**src/rtl/simd_addsub_pkg.sv**
```systemverilog
package simd_addsub_pkg;
  typedef enum logic {
    LANE_BYTE = 1'b0,
    LANE_HALF = 1'b1
  } lane_size_e;
endpackage

```
**src/rtl/simd_lane.sv**
```systemverilog
module simd_lane #(
  parameter int unsigned W = 8
) (
  input  logic [W-1:0] a_i,
  input  logic [W-1:0] b_i,
  input  logic         sub_i,
  input  logic         signed_i,
  output logic [W-1:0] res_o,
  output logic         ge_o
);
  logic [W:0] a_x, b_x, sum;
  logic signed [W+1:0] chk_wide;

  always_comb begin
    // one extra bit: sign extension in signed mode, zero otherwise
    a_x   = {signed_i & a_i[W-1], a_i};
    b_x   = {signed_i & b_i[W-1], b_i};
    sum   = sub_i ? (a_x - b_x) : (a_x + b_x);
    res_o = sum[W-1:0];
    // carry for unsigned add; borrow-free / non-negative otherwise
    ge_o  = (!signed_i && !sub_i) ? sum[W] : !sum[W];
  end

  always_comb begin
    chk_wide = sub_i ? ($signed(a_i) - $signed(b_i)) : ($signed(a_i) + $signed(b_i));
    if (!signed_i && !sub_i)
      assert_carry_out_R3: assert ({ge_o, res_o} == ({1'b0, a_i} + {1'b0, b_i}));
    if (!signed_i && sub_i)
      assert_no_borrow_R4: assert (ge_o == (a_i >= b_i));
    if (signed_i)
      assert_non_negative_R5: assert (ge_o == (chk_wide >= 0));
    if (signed_i)
      assert_trunc_signed_R1: assert (res_o == chk_wide[W-1:0]);
  end
endmodule

```
**src/rtl/simd_ge_expand.sv**
```systemverilog
module simd_ge_expand #(
  parameter int unsigned NB = 4,
  localparam int unsigned NH = NB / 2
) (
  input  simd_addsub_pkg::lane_size_e size_i,
  input  logic [NB-1:0]               byte_ge_i,
  input  logic [NH-1:0]               half_ge_i,
  output logic [NB-1:0]               ge_o
);
  logic [NB-1:0] half_pairs;

  for (genvar h = 0; h < NH; h++) begin : g_pair
    assign half_pairs[2*h+1:2*h] = {2{half_ge_i[h]}};

    always_comb begin
      if (size_i == simd_addsub_pkg::LANE_HALF)
        assert_pair_equal_R6: assert (ge_o[2*h] == ge_o[2*h+1]);
    end
  end

  assign ge_o = (size_i == simd_addsub_pkg::LANE_HALF) ? half_pairs : byte_ge_i;
endmodule

```
**src/rtl/simd_addsub.sv**
```systemverilog
module simd_addsub #(
  parameter int unsigned DATA_W = 32,
  parameter int unsigned BYTE_W = 8,
  localparam int unsigned NB     = DATA_W / BYTE_W,
  localparam int unsigned HALF_W = 2 * BYTE_W,
  localparam int unsigned NH     = NB / 2
) (
  input  logic [DATA_W-1:0] a_i,
  input  logic [DATA_W-1:0] b_i,
  input  logic              size_i,
  input  logic              sub_i,
  input  logic              signed_i,
  output logic [DATA_W-1:0] res_o,
  output logic [NB-1:0]     ge_o
);
  import simd_addsub_pkg::*;

  lane_size_e        size_sel;
  logic [DATA_W-1:0] byte_res, half_res;
  logic [NB-1:0]     byte_ge;
  logic [NH-1:0]     half_ge;

  assign size_sel = lane_size_e'(size_i);

  for (genvar k = 0; k < NB; k++) begin : g_byte
    simd_lane #(.W(BYTE_W)) u_lane (
      .a_i      (a_i[k*BYTE_W +: BYTE_W]),
      .b_i      (b_i[k*BYTE_W +: BYTE_W]),
      .sub_i    (sub_i),
      .signed_i (signed_i),
      .res_o    (byte_res[k*BYTE_W +: BYTE_W]),
      .ge_o     (byte_ge[k])
    );
  end

  for (genvar h = 0; h < NH; h++) begin : g_half
    simd_lane #(.W(HALF_W)) u_lane (
      .a_i      (a_i[h*HALF_W +: HALF_W]),
      .b_i      (b_i[h*HALF_W +: HALF_W]),
      .sub_i    (sub_i),
      .signed_i (signed_i),
      .res_o    (half_res[h*HALF_W +: HALF_W]),
      .ge_o     (half_ge[h])
    );
  end

  simd_ge_expand #(.NB(NB)) u_ge (
    .size_i    (size_sel),
    .byte_ge_i (byte_ge),
    .half_ge_i (half_ge),
    .ge_o      (ge_o)
  );

  assign res_o = (size_sel == LANE_HALF) ? half_res : byte_res;

  always_comb begin
    if (size_sel == LANE_BYTE && !sub_i && !signed_i)
      assert_byte_isolated_R1: assert (res_o[BYTE_W-1:0] == BYTE_W'(a_i[BYTE_W-1:0] + b_i[BYTE_W-1:0]));
    if (size_sel == LANE_HALF && sub_i && !signed_i)
      assert_half_isolated_R2: assert (res_o[DATA_W-1:HALF_W] == (DATA_W-HALF_W)'(a_i[DATA_W-1:HALF_W] - b_i[DATA_W-1:HALF_W]));
  end
endmodule

```
**config.mk**
```make
export PLATFORM = sky130hd
export DESIGN_NAME = simd_addsub
export DESIGN_NICKNAME = d
export VERILOG_FILES = /design/src/rtl/simd_addsub_pkg.sv /design/src/rtl/simd_lane.sv /design/src/rtl/simd_ge_expand.sv /design/src/rtl/simd_addsub.sv
export SDC_FILE = /design/constraint.sdc
export NUM_CORES = 1
export LEC_CHECK = 0
export BUFFER_PORTS_ARGS = -buffer_cell sky130_fd_sc_hd__buf_2
export CORE_MARGIN = 1.5
export CORE_UTILIZATION = 35
export DETAILED_ROUTE_END_ITERATION = 12
export GPL_ROUTABILITY_DRIVEN = 0
export PLACE_DENSITY = 0.69
export SLEW_MARGIN = 10
export SYNTH_ARGS = -nofsm -noshare
export SYNTH_HDL_FRONTEND = slang
export SYNTH_SLANG_ARGS = --single-unit
export TNS_END_PERCENT = 20
```
**constraint.sdc**
```tcl
create_clock -name vclk -period 4.51
set_input_delay 0.902 -clock vclk [all_inputs]
set_output_delay 0.902 -clock vclk [all_outputs]
set_load 0.1 [all_outputs]
```
# [Word level (Yosys, flattened, before mapping)]
# Index checks and enable logic that the tools add are counted.
# Widths: inputs -> output; s select.
[op_classes] n_reduce_logical=9 n_addsub=12 n_mux=14 bitwise_logic=8
[ops] operator="$add 9x9->9" count=4
[ops] operator="$mux 9" count=4
[ops] operator="$sub 9x9->9" count=4
[ops] operator="$add 17x17->17" count=2
[ops] operator="$mux 17" count=2
[ops] operator="$sub 17x17->17" count=2
[ops] operator="$mux 32" count=1
[ops] operator="$and 1x1->1" count=8
[ops] operator="$logic_not 1->1" count=8
[ops] operator="$mux 1" count=6
[ops] operator="$mux 4" count=1
[ops] operator="$logic_and 1x1->1" count=1
[word_totals] ff_bits=0 input_bits=67

# [Logic depth before layout (Yosys ltp)]
# Gate-level depths: netlist of run 1.
[logic_depth] depth_word=6 mapped_depth=16 depth_no_buf=14

# [By module]
# From an unflattened synthesis of run 1, not the netlist that was laid out.
[hier_totals] cells_unflattened=626 hier_area_um2=4923.5
[modules_own_cells] module="simd_lane (g_half[0].u_lane ...)" area_each_um2=1098.6 n_inst=2 seq_area_each_um2=0.0 cells_each=157
[modules_own_cells] module="simd_lane (g_byte[0].u_lane ...)" area_each_um2=534.3 n_inst=4 seq_area_each_um2=0.0 cells_each=68
[modules_own_cells] module="simd_addsub" area_each_um2=544.3 n_inst=1 seq_area_each_um2=0.0 cells_each=36
[modules_own_cells] module="simd_ge_expand" area_each_um2=45.0 n_inst=1 seq_area_each_um2=0.0 cells_each=4

# [Worst setup path after synthesis of run 1]
# OpenSTA, ideal clock, no wires.
[synth_timing] path_type="input-to-output" from="input sub_i" to="output res_o[13]" slack_ps=-2911 arrival_time_ps=6519 stages=13 n_path_buf=4 required_time_ps=3608 path_cell_list="clkbuf_1 -> clkbuf_1 -> clkbuf_1 -> nor2_1 -> xnor2_1 -> ha_1 -> buf_4 -> nand2_1 -> o21ai_0 -> a21o_1 -> a221o_2 -> o21ai_0 -> o311ai_0"
[synth_between] elab_chain_cells=2 word_cells_on_any_way=3 cone_classes="mux: 3"
[synth_lines] item="from (decl)" line="simd_addsub.sv:11" source="input logic sub_i,"
[synth_lines] item="$mux 9 / $mux 17 (equally long branches)" line="simd_lane.sv:18" source="sum = sub_i ? (a_x - b_x) : (a_x + b_x);"
[synth_lines] item="$mux 32 *" line="simd_addsub.sv:54" source="assign res_o = (size_sel == LANE_HALF) ? half_res : byte_res;"
[synth_lines] item="to (decl)" line="simd_addsub.sv:13" source="output logic [DATA_W-1:0] res_o,"
# Every way passes the cells marked *; elsewhere a longest branch is shown, timed or not.

# [Worst setup path after layout of run 1]
[layout_timing] from="input b_i[0]" to="output res_o[15]"
[layout_between] elab_chain_cells=3 word_cells_on_any_way=4 cone_classes="add/sub: 2; mux: 2"
[layout_lines] item="from (decl)" line="simd_addsub.sv:9" source="input logic [DATA_W-1:0] b_i,"
[layout_lines] item="$add 17x17->17 / $sub 17x17->17 (equally long branches)" line="simd_lane.sv:18"
[layout_lines] item="$mux 17 *" line="simd_lane.sv:18"
[layout_lines] item="$mux 32 *" line="simd_addsub.sv:54"
# Marked as above.

==> results of run 1 <==
tightest hold or removal path, cell delays in order:
cell	delay (ns)
buf_2	0.13
ha_1	0.15
a21oi_2	0.07
buf_12	0.16
Yosys cell counts (all sizes together), types with 2 or more instances:
library cell,number
a221o,2
nor2,51
inv,29
mux2i,7
and2,6
nand4,2
o31ai,3
or3,6
nor4,2
o21a,9
xnor2,71
a211oi,2
nor2b,13
a21o,6
o21bai,2
nand2,23
o22ai,2
clkbuf,13
o311ai,2
o21ai,30
mux2,4
fa,4
nor3,15
a21boi,5
and3,9
nand3,6
o41ai,2
a21oi,64
buf,3
xor2,13
nand2b,8
nor4b,4
o211ai,2
a31oi,5
o31a,3
ha,52
cell usage in the layout (no fill, tap or decap), types with 7 or more instances in the layout:
| master | instances |
|---|---|
| nand2_1 | 23 |
| inv_1 | 26 |
| ha_1 | 49 |
| buf_6 | 13 |
| xor2_1 | 10 |
| o21ai_0 | 23 |
| buf_2 | 71 |
| xnor2_1 | 65 |
| a21oi_2 | 19 |
| nor2_1 | 47 |
| nor3_1 | 13 |
| nor2b_1 | 12 |
| buf_4 | 96 |
| nand2b_1 | 7 |
| buf_12 | 29 |
| o21a_1 | 9 |
| a21oi_1 | 40 |
kinds of logic after synthesis:
logic type      after synthesis
mux                          11
compound gates              149
xor+xnor                     84
fa+ha+maj                    56
buf+inv                      46
simple gates                150
final cells by class:
| type | instances | area, µm² | share of cell area [%] |
|---|---|---|---|
| inverters | 29 | 114 | 1.94 |
| multi-input cells | 450 | 3800 | 64.6 |
| well taps | 133 | 166 | 2.83 |
| repair buffers | 209 | 1800 | 30.7 |
repair_timing:
item                                    in CTS  in global routing
resized for setup                           29                 44
endpoints found under the setup margin      12                 17
hold buffers                                 0                  0
setup buffers                                4                  9
pin swaps                                   23                 36
layer usage:
| metal | track usage (%) | vias up | part of all wire (%) |
|---|---|---|---|
| met5 | 0 | - | 0 |
| met4 | 3.48 | 0 | 1.1 |
| met3 | 1.85 | 12 | 4.7 |
| met1 | 26.1 | 1977 | 42 |
| met2 | 41.1 | 122 | 53 |
| li1 | - | 2159 | - |
power by group through the flow:
stage               clock network [mW]  registers, mW  logic [mW]
floorplan                            0              0        1.27
global placement                     0              0        1.86
detailed placement                   0              0        1.89
CTS                                  0              0        1.92
global route                         0              0        2.09
finish                               0              0        1.99
through the flow:
stage / hold slack (ns) / worst slack [ns]
6_report: 2.31 / -0.107
5_1_grt: 2.35 / -0.293
4_1_cts: 2.32 / -0.115
3_5_place_dp: 2.32 / -0.339
3_3_place_gp: 2.32 / -0.249
2_1_floorplan: 2.20 / -0.392
how the worst min path moves through the flow:
stage / start / end
6_report: b_i[24] / res_o[24]
5_1_grt: b_i[24] / res_o[24]
4_1_cts: b_i[24] / res_o[24]
3_3_place_gp: b_i[24] / res_o[24]
3_5_place_dp: b_i[24] / res_o[24]
2_1_floorplan: b_i[24] / res_o[24]
==> flow_results.org, run 1 <==
** Cells and area
- Fillcell total :: 846
- Layout net count :: 813
- The design has 0 sequential cells.
- Excluding fillers, the count of instances in the completed layout stands at 821.
- Synthesis-to-finish area growth :: 70.9%
- Clock buffer instance count of the final layout :: 0
- Summing all flip-flop and latch instances after layout gives 0 µm².
- Post-route cell area :: 0.00588 mm²
- Antenna Cells :: 0
- The post-route netlist has 43.5% of its cells at a drive strength greater than 1.
- Core utilization of the finished layout :: 61.0%

** Pwr
- Switching part of the total :: 60.9%
- Cell internal power dissipation :: 0.776 mW
- The analysis attributes to net switching a power of 1.21 mW.
- In this run, flip-flops and latches consume 0% of the power.
- Cell leakage power :: 2.70 nW
- For this design the ratio of total power to cell area is 338 mW/mm².
- Combinational group share of total power :: 100.0%
- Post-layout total power :: 1.99 mW
- Maximum ir drop on the vdd rail :: 0.297 mV
- Share of total power in the clock network :: 0%

** Global route
- Largest net degree at the start of global routing :: 30
- The first global-routing pass estimated 18700 µm of wire.
- Across every metal layer, demand over resource in global routing totals 21.4%.
- After global routing the overflow that remains totals 0.
- Antenna violations before repair :: 0
- Vias in the first global route :: 4304

** Worst setup path
- Worst path required time :: 3.61 ns
- The critical path in this run is classified as in2out.
- Critical path startpoint :: b_i[0]
- Grouping stages by cell kind, the critical path spends the most delay in compound AO/OA/AOI/OAI gates.
- Cells along the critical path :: buf_6 -> inv_4 -> ha_4 -> buf_4 -> buf_4 -> nor2_2 -> xnor2_1 -> ha_1 -> o21a_1 -> o31a_1 -> o31a_1 -> a221o_2 -> a221oi_2 -> xor2_1 -> a21oi_4 -> buf_12
- The most critical setup path has its endpoint at res_o[15].
- Of all nets on the critical path, the largest fanout is 3.
- Critical path startpoint category :: input pin
- Longest individual stage delay on the worst path :: 0.42 ns
- Buffers & Inverters on Critical Path :: 5
- CP arrival :: 3.71 ns
- STA classifies the critical path endpoint as an output pin.
- The critical path runs through a total of 16 cells.
- Slowest library cell on the worst path :: a221o_2

** Timing
- After layout, the worst setup slack is -0.107 ns.
- Period utilization :: 102%
- The max-slew violation count came to 0.
- Period minus WS final :: 4.62 ns
- Sum of negative setup slack :: -0.532 ns
- Based on the critical path, the design can be clocked at up to 217 MHz.
- Endpoints failing setup :: 9
- The hold violation total from the final report came to 0.
- Remaining max-slew budget at the tightest pin :: 65.5%
- RSZ-0062 raised after global routing :: true
- At the pin with the least slew margin, the transition time is 0.517 ns.

** Synth
- Summing the areas of all compound-gate instances in the mapped netlist gives 26.6% of the synthesized area.
- Yosys printed 0 warnings.
- Cell type with the highest aggregate area in the netlist :: ha_1
- Main combinational cell family by area after synthesis :: compound AO/OA/AOI/OAI gates
- In this run the cell area of the synthesized design comes to 0.00344 mm².
- Ranked by total cell area, the synthesized netlist is headed by ha_1, xnor2_1, a21oi_1, nor2_1, o21ai_0.
- In this run the biggest area consumer among cell types represents 18.9% of the synthesized area.
- Each instance of the synthesized netlist takes up on average 6.94 µm².
- Arithmetic-cell share of the synthesized area counting full adders, half adders and majority gates :: 21.2%
- Synthesis produced 496 cells.
- Multiplexer share of the synthesized area :: 3.35%
- Share of the yosys chip area belonging to registers :: 0%
- Synthesized netlist net count :: 619
- Count of unique library cells instantiated by Yosys :: 59
- Post-synthesis share of cell area spent on xor and xnor gates :: 21.4%
- Simple-gate area share of the yosys netlist :: 21.9%

** Place
- Once placement completed, the tool counted placed cells totaling 808.
- Detailed placer's ending HPWL :: 9240 µm
- Port buffer count :: 103
- Once placement finished, the instance area stood at 0.00545 mm².

** Min path
- Worst hold path class :: in2out
- The worst hold path was traced through 4 stages.

** Die
- The floorplan has 36 rows.
- Die span in x :: 102 µm
- The core region is 0.00964 mm².
- Initial Util :: 35.7%
- DIE AREA :: 0.0104 mm²
- The floorplan step set the die height to 102 µm.
- 103 I/O pins were placed.

** Run
- Max-cap violations in this run came to 0.

** Detailed routing
- Number of design-rule violations left by the first detailed-router iteration :: 110
- The first detailed-routing pass took 5 iterations.
- Remaining routing DRC violations :: 0
- The detail route stage leaves a number of antenna-violating nets equal to 0.
- Total wire length :: 11500 µm
- Average wire length per cell after detail routing :: 14.0 µm
- Via count :: 4270
- Vias per Instance :: 5.20

** Status
- The run finished, with violations left.
- The checks that failed: negative setup slack.
No activity file was read; power rests on OpenSTA's default activity.
==> run 2: changes to the inputs <==
--- a/config.mk
+++ b/config.mk
@@ -10,7 +10,7 @@
 export CORE_UTILIZATION = 35
 export DETAILED_ROUTE_END_ITERATION = 12
 export GPL_ROUTABILITY_DRIVEN = 0
-export PLACE_DENSITY = 0.69
+export PLACE_DENSITY = 0.67
 export SLEW_MARGIN = 10
 export SYNTH_ARGS = -nofsm -noshare
 export SYNTH_HDL_FRONTEND = slang
==> constraint.sdc (replaced) <==
create_clock -name vclk -period 4.3
set_input_delay 0.86 -clock vclk [all_inputs]
set_output_delay 0.86 -clock vclk [all_outputs]
set_load 0.1 [all_outputs]
==> flow_results.org, run 2 (synthesized netlist as in run 1, its figures left out) <==
** Worst setup path
- End point of the critical path :: res_o[15]
- Slowest library cell on the worst path :: a221o_2
- Longest individual stage delay on the worst path :: 0.45 ns (+0.03 ns)
- Critical path startpoint :: b_i[1]
- CP arrival :: 3.74 ns (+0.03 ns)
- The largest driver fanout on the critical path was 3 (unchanged).
- Critical path startpoint category :: input pin
- Crit path capture type :: output pin
- Worst path required time :: 3.44 ns (-0.17 ns)
- The combined buffer and inverter count along the critical path was 4 (-1).
- Number of cells on the critical path :: 14 (-2)
- Among cell families on the critical path, the largest total delay comes from compound AO/OA/AOI/OAI gates.
- The signal on the critical path passes through buf_8 -> inv_4 -> ha_4 -> mux2_4 -> inv_2 -> ha_4 -> nor2b_4 -> o31a_1 -> o31a_1 -> a221o_2 -> a221oi_2 -> xor2_1 -> a21oi_4 -> buf_12.
- By startpoint and endpoint, the worst setup path is classified as in2out.

** Min path
- Worst hold path class :: in2out

** Detailed routing
- Post-detailed-route count of antenna-violating nets :: 0 (unchanged)
- The final routed wirelength across all metal layers was 11300 µm (-1.7%).
- The average routed wire per standard cell was 13.7 µm (-2.7%).
- Vias per Instance :: 5.16 (-0.81%)
- The DRC marker count from the first detailed-route iteration came to 104 (-5.5%).
- The first-pass iteration count of the detailed router was 4 (-1).
- The detailed-route via count is 4282 (+0.28%).
- Remaining routing DRC violations :: 0 (unchanged)

** Timing
- The smallest clock period supported by the final layout is computed as 4.60 ns.
- Endpoints failing setup :: 11 (+2)
- The post-layout worst setup margin is -0.298 ns (-0.191 ns).
- The worst slew slack as a fraction of its limit came to 67.5% (+2.0 points).
- Period utilization :: 107%
- The final sum of negative setup slack came to -1.72 ns (-1.19 ns).
- Worst hold slack :: 2.24 ns (-0.0715 ns)
- Derived from the worst setup path, the maximum achievable clock frequency is 217 MHz.
- The max-slew violation count was 0 (unchanged).
- The transition at the pin with the smallest max-transition slack came to 0.490 ns (-0.0265 ns).
- Setup repair after global routing could not meet its margin everywhere.
- Count of final hold-check violations :: 0 (unchanged)

** Global route
- The largest net degree at the start of global routing is 28 (-6.7%).
- The total congestion overflow came to 0 (unchanged).
- The number of global-route vias before repair is 4256 (-1.1%).
- The number of antenna violations at the first check in global routing is 0 (unchanged).
- The total track usage came to 21.4% (+0.037 points).
- The global-route wire length before repair came to 18600 µm (-0.44%).

** Pwr
- Maximum ir drop on the vdd rail :: 0.267 mV (-10%)
- The areal power density over the cells was 354 mW/mm² (+5.0%).
- Post-layout total power :: 2.10 mW (+5.9%)
- The leakage component of the power came to 2.74 nW (+1.7%).

** Cells and area
- Commonest non-fill, non-tap cells in the layout :: buf_4, buf_2, xnor2_1, nor2_1, ha_1
- The share of post-route cells with drive strength above 1 came to 43.4% (-0.068 points).
- Clock buffer instance count of the final layout :: 0 (unchanged)
- The post-route cell area is 0.00593 mm² (+0.85%).
- From synthesis to final layout, the design area changed by 72.4%.
- Layout net count :: 821 (+0.98%)
- Most common cell after layout, fill and taps aside :: buf_4
- Sequential cell area in the final layout :: 0 µm² (unchanged)
- Count of sequential standard cells :: 0 (unchanged)
- Fillcell total :: 869 (+2.7%)
- Non-filler cells, final :: 830 (+1.1%)
- Core utilization of the finished layout :: 61.5% (+0.52 points)

** Place
- Placed cells :: 820 (+1.5%)
- The count of input and output buffers was 103 (unchanged).
- The cell area reported after detailed placement came to 0.00564 mm² (+3.4%).
- Post-placement worst setup slack :: -0.386 ns (-0.0472 ns)
- The detailed-placement wirelength estimate is 9560 µm (+3.5%).

** Die
- The floorplan die width is 102 µm (unchanged).
- The number of rows created at floorplan was 36 (unchanged).
- The floorplan core area is 0.00964 mm² (unchanged).
- The I/O pin count came to 103 (unchanged).
- The die area is 0.0104 mm² (unchanged).
- The initial cell density of the core is 35.7% (unchanged).
- The die span in y came to 102 µm (unchanged).

** Clocking
- The quantity of hold-fixing buffers added after cts came to 0 (unchanged).

** Status
- The final reports fail on negative setup slack.
- Outcome :: complete, but fails checks

** Run
- The number of max-cap violations is 0 (unchanged).
run 2: report_power, final:
group | switching [mW] | leakage [nW] | internal, mW
clock | 0 | 0.00000634 | 0.0000000311
sequential | 0 | 0 | 0
combinational | 1.27 | 2.74 | 0.833
run 2: area by class of cell:
| type | instances | area (µm²) | area share (%) |
|---|---|---|---|
| antenna | 1 | 2.50 | 0.0422 |
| inverter | 29 | 111 | 1.88 |
| multi-input combinational | 450 | 3780 | 63.8 |
| tap | 133 | 166 | 2.81 |
| timing repair buffer | 217 | 1870 | 31.5 |
run 2: how the worst min path moves through the flow:
stage	cells past startpoint	end	slack, ns	startpoint
4_1_cts	4	res_o[8]	2.24	b_i[8]
5_1_grt	4	res_o[8]	2.26	b_i[8]
6_report	4	res_o[8]	2.24	b_i[8]
3_3_place_gp	4	res_o[8]	2.24	b_i[8]
3_5_place_dp	4	res_o[8]	2.24	b_i[8]
2_1_floorplan	2	res_o[8]	2.07	b_i[8]
run 2: repair_timing:
| item | CTS | global route |
|---|---|---|
| resized for setup | 13 | 38 |
| pin swaps | 5 | 27 |
| buffers inserted | 3 | 6 |
| setup endpoints to repair | 14 | 20 |
| cloned | 0 | 0 |
run 2: per-layer routing:
metal  vias to the layer above  GRT usage [%]  routed length (µm)  share of wire, %
li1                       2176              -                   -                 -
met1                      1962           27.2                4860                43
met2                       121           39.3                5610                49
met3                        23           1.64                 618               5.4
met4                         0           5.06                 259               2.3
met5                         -              0                   0                 0
==> run 3: changes to the inputs <==
--- a/config.mk
+++ b/config.mk
@@ -10,9 +10,10 @@
 export CORE_UTILIZATION = 35
 export DETAILED_ROUTE_END_ITERATION = 12
 export GPL_ROUTABILITY_DRIVEN = 0
-export PLACE_DENSITY = 0.67
+export PLACE_DENSITY = 0.64
 export SLEW_MARGIN = 10
 export SYNTH_ARGS = -nofsm -noshare
 export SYNTH_HDL_FRONTEND = slang
+export SYNTH_HIERARCHICAL = 1
 export SYNTH_SLANG_ARGS = --single-unit
 export TNS_END_PERCENT = 20
==> flow_results.org, run 3 <==
** Timing
- The achievable clock frequency is 224 MHz (+2.9%).
- Sum of negative setup slack :: -0.960 ns (+0.764 ns)
- Endpoints failing setup :: 11 (unchanged)
- Setup repair after global routing could not meet its margin everywhere.
- The hold violation total from the final report is 0 (unchanged).
- Final Worst Setup Slack :: -0.167 ns (+0.131 ns)
- Period utilization :: 104% (-3.0 points)
- The max-slew violation count came to 0 (unchanged).
- The worst slew slack as a fraction of its limit is 58.1% (-9.5 points).
- The worst hold margin came to 2.33 ns (+0.0890 ns).
- The transition at the pin with the smallest max-transition slack is 0.629 ns (+0.139 ns).
- Period minus WS final :: 4.47 ns (-0.131 ns)

** Place
- Detailed placer's ending HPWL :: 11500 µm (+21%)
- Placement Cell Area :: 0.00709 mm² (+26%)
- The count of input and output buffers is 103 (unchanged).

** Worst setup path
- Buffers & Inverters on Critical Path :: 4 (unchanged)
- Cells along the critical path :: buf_6 -> nor3_4 -> buf_6 -> buf_4 -> and4b_2 -> a31oi_1 -> xnor2_1 -> ha_1 -> and3_1 -> and3_1 -> a311oi_2 -> xnor2_1 -> mux2_4 -> buf_12
- The largest driver fanout on the critical path came to 4 (+1).
- The critical path is of the in2out type.
- Worst path required time :: 3.44 ns (about the same)
- Among all stages on the critical path, the largest delay is contributed by ha_1.
- The worst setup path is launched from an input pin.
- The worst setup path is captured at an output pin.
- Gate family responsible for the most delay along the worst path :: simple AND/OR/NAND/NOR gates
- The largest stage delay on the critical path is 0.33 ns (-0.12 ns).
- The arrival time of the worst setup path is 3.61 ns (-0.13 ns).

** Detailed routing
- The average routed wire per standard cell is 13.3 µm (-2.5%).
- The DRC marker count from the first detailed-route iteration is 258 (+150%).
- Post-detailed-route count of antenna-violating nets :: 0 (unchanged)
- Via count :: 5236 (+22%)
- Remaining routing DRC violations :: 0 (unchanged)
- The first-pass iteration count of the detailed router was 4 (unchanged).
- The final routed wirelength across all metal layers came to 13700 µm (+21%).
- Vias per Instance :: 5.09 (-1.3%)

** Cells and area
- The total of fill cells in the finished design is 1239 (+43%).
- Clock buffer instance count of the final layout :: 0 (unchanged)
- Sequential cell area in the final layout :: 0 µm² (unchanged)
- Commonest non-fill, non-tap cells in the layout :: buf_4, xnor2_1, ha_1, buf_2, nor2_1
- Antenna Cells :: 0 (-1)
- The post-route cell area is 0.00743 mm² (+25%).
- The count of nets after finishing came to 993 (+21%).
- Area of the multi-input gates :: 0.00492 mm² (+30%)
- Count of sequential standard cells :: 0 (unchanged)
- Most common cell after layout, fill and taps aside :: buf_4
- Synthesis-to-finish area growth :: 51.0%
- The share of post-route cells with drive strength above 1 is 40.3% (-3.1 points).

** Synth
- Share of the yosys chip area belonging to registers :: 0% (unchanged)
- In the post-synthesis netlist, the cell with the most instances is xnor2_1.
- Largest cells by area after synthesis :: ha_1, xnor2_1, mux2_4, a21oi_1, nor2_1
- Cell type with the highest aggregate area in the netlist :: ha_1
- Count of unique library cells instantiated by Yosys :: 48 (-19%)
- The combined area of all synthesized cells was 0.00492 mm² (+43%).
- In the synthesized netlist, the cells that appear most often are xnor2_1, ha_1, a21oi_1.
- Number of warning messages in the yosys log :: 6 (+6)
- The number of instances in the synthesized netlist is 626 (+26%).
- Proportion of netlist area held by the largest area contributor :: 17.8% (-1.1 points)
- The synthesized netlist net count came to 769 (+24%).
- The average cell area after synthesis is 7.86 µm² (+13%).

** Pwr
- Power density over cell area :: 345 mW/mm² (-2.7%)
- The clock network fraction of total power was 0% (unchanged).
- The maximum vdd ir drop came to 0.332 mV (+24%).
- Cell internal power dissipation :: 1.09 mW (+30%)
- The total power consumption of the routed design is 2.56 mW (+22%).
- The portion of total power attributed to sequential cells is 0% (unchanged).
- Power spent charging and discharging nets :: 1.48 mW (+16%)
- The combinational share of power came to 100.0% (about the same).
- The switching share of power is 57.6% (-2.7 points).
- Cell leakage power :: 3.43 nW (+25%)

** Global route
- The total congestion overflow is 0 (unchanged).
- Antenna violations before repair :: 0 (unchanged)
- Vias in the first global route :: 5062 (+19%)
- Global-route wire length before repair :: 22900 µm (+23%)
- The total track usage came to 18.3% (-3.2 points).
- Largest net degree at the start of global routing :: 24 (-14%)

** Status
- Outcome :: complete, but fails checks
- The checks that failed: negative setup slack.

** Die
- Initial Util :: 35.6% (-0.088 points)
- The die area is 0.0148 mm² (+42%).
- I/O pin count :: 103 (unchanged)
- The floorplan die width is 122 µm (+19%).
- The number of rows created at floorplan is 43 (+19%).
- Die outline height :: 122 µm (+19%)
- Std-Cell Core Area :: 0.0138 mm² (+43%)

** Min path
- In this run the worst hold path is classified as in2out.
- In this run the most critical hold path is launched from a_i[9].
- End of the worst hold path :: res_o[9]
- The worst hold path stage count was 4 (unchanged).

** Run
- The number of max-cap violations is 0 (unchanged).
-- run 3: cell types whose count changed after synthesis, moves of 7 or more --
cell      delta
ha_1        +18
clkbuf_1     -7
inv_1       +13
xnor2_1     +21
mux2_4      +30
a21o_1      +12
nor3_1      +11
a31oi_1     +11
-- run 3: cells by family (layout without fill, tap and decap cells) --
family,Yosys count,after routing,synth area share (%)
AO/OA/AOI/OAI,178,178,24.4
AND/OR/NAND/NOR,162,162,18.3
XOR/XNOR,110,110,19.6
adder cells (fa/ha/maj),76,76,20.2
buffers and inverters,58,280,5.72
multiplexers,42,42,11.7
-- run 3: final cells by class --
cell class	count	area share (%)
Tap cell	180	3.03
Multi-Input combinational cell	568	66.2
Timing Repair Buffer	238	28.6
Inverter	42	2.12
-- run 3: worst min-delay path: stages --
cell	delay (ns)
buf_2	0.13
fa_1	0.17
mux2_4	0.15
buf_12	0.16
-- run 3: repair_timing --
action / in CTS / in global routing
hold buffers: 0 / 0
buffers inserted: 6 / 2
resized for setup: 39 / 34
endpoints found under the setup margin: 18 / 24
pin swaps: 26 / 22
-- run 3: worst max path at each step --
stage	startpoint	endpoint	cells after the start
floorplan	b_i[19]	ge_o[2]	13
global placement	b_i[19]	ge_o[3]	16
detailed placement	b_i[19]	ge_o[3]	16
CTS	b_i[18]	ge_o[3]	16
global route	b_i[18]	ge_o[2]	16
finish	b_i[18]	ge_o[3]	14
-- run 3: stage by stage --
step | worst slack, ns | util [%] | std cells
finish | -0.167 | 53.8 | 1028
global route | -0.264 | 53.8 | 1028
CTS | -0.207 | 52.8 | 1026
detailed placement | -0.350 | 51.3 | 1020
global placement | -0.340 | 51.3 | 1020
floorplan | -0.00846 | - | 626
-- run 3: per-layer routing --
layer / up-vias / part of all wire, % / wire length (µm) / track usage [%]
li1: 2734 / - / - / -
met2: 81 / 49 / 6720 / 33.0
met1: 2419 / 48 / 6550 / 25.6
met4: 0 / 0.23 / 31 / 0.662
met3: 2 / 2.9 / 396 / 0.328
met5: - / 0 / 0 / 0
-- run 3: power groups by stage --
stage	clock network (mW)	registers, mW	logic (mW)
floorplan	0	0	1.64
global placement	0	0	2.48
detailed placement	0	0	2.49
CTS	0	0	2.54
global route	0	0	2.71
finish	0	0	2.56
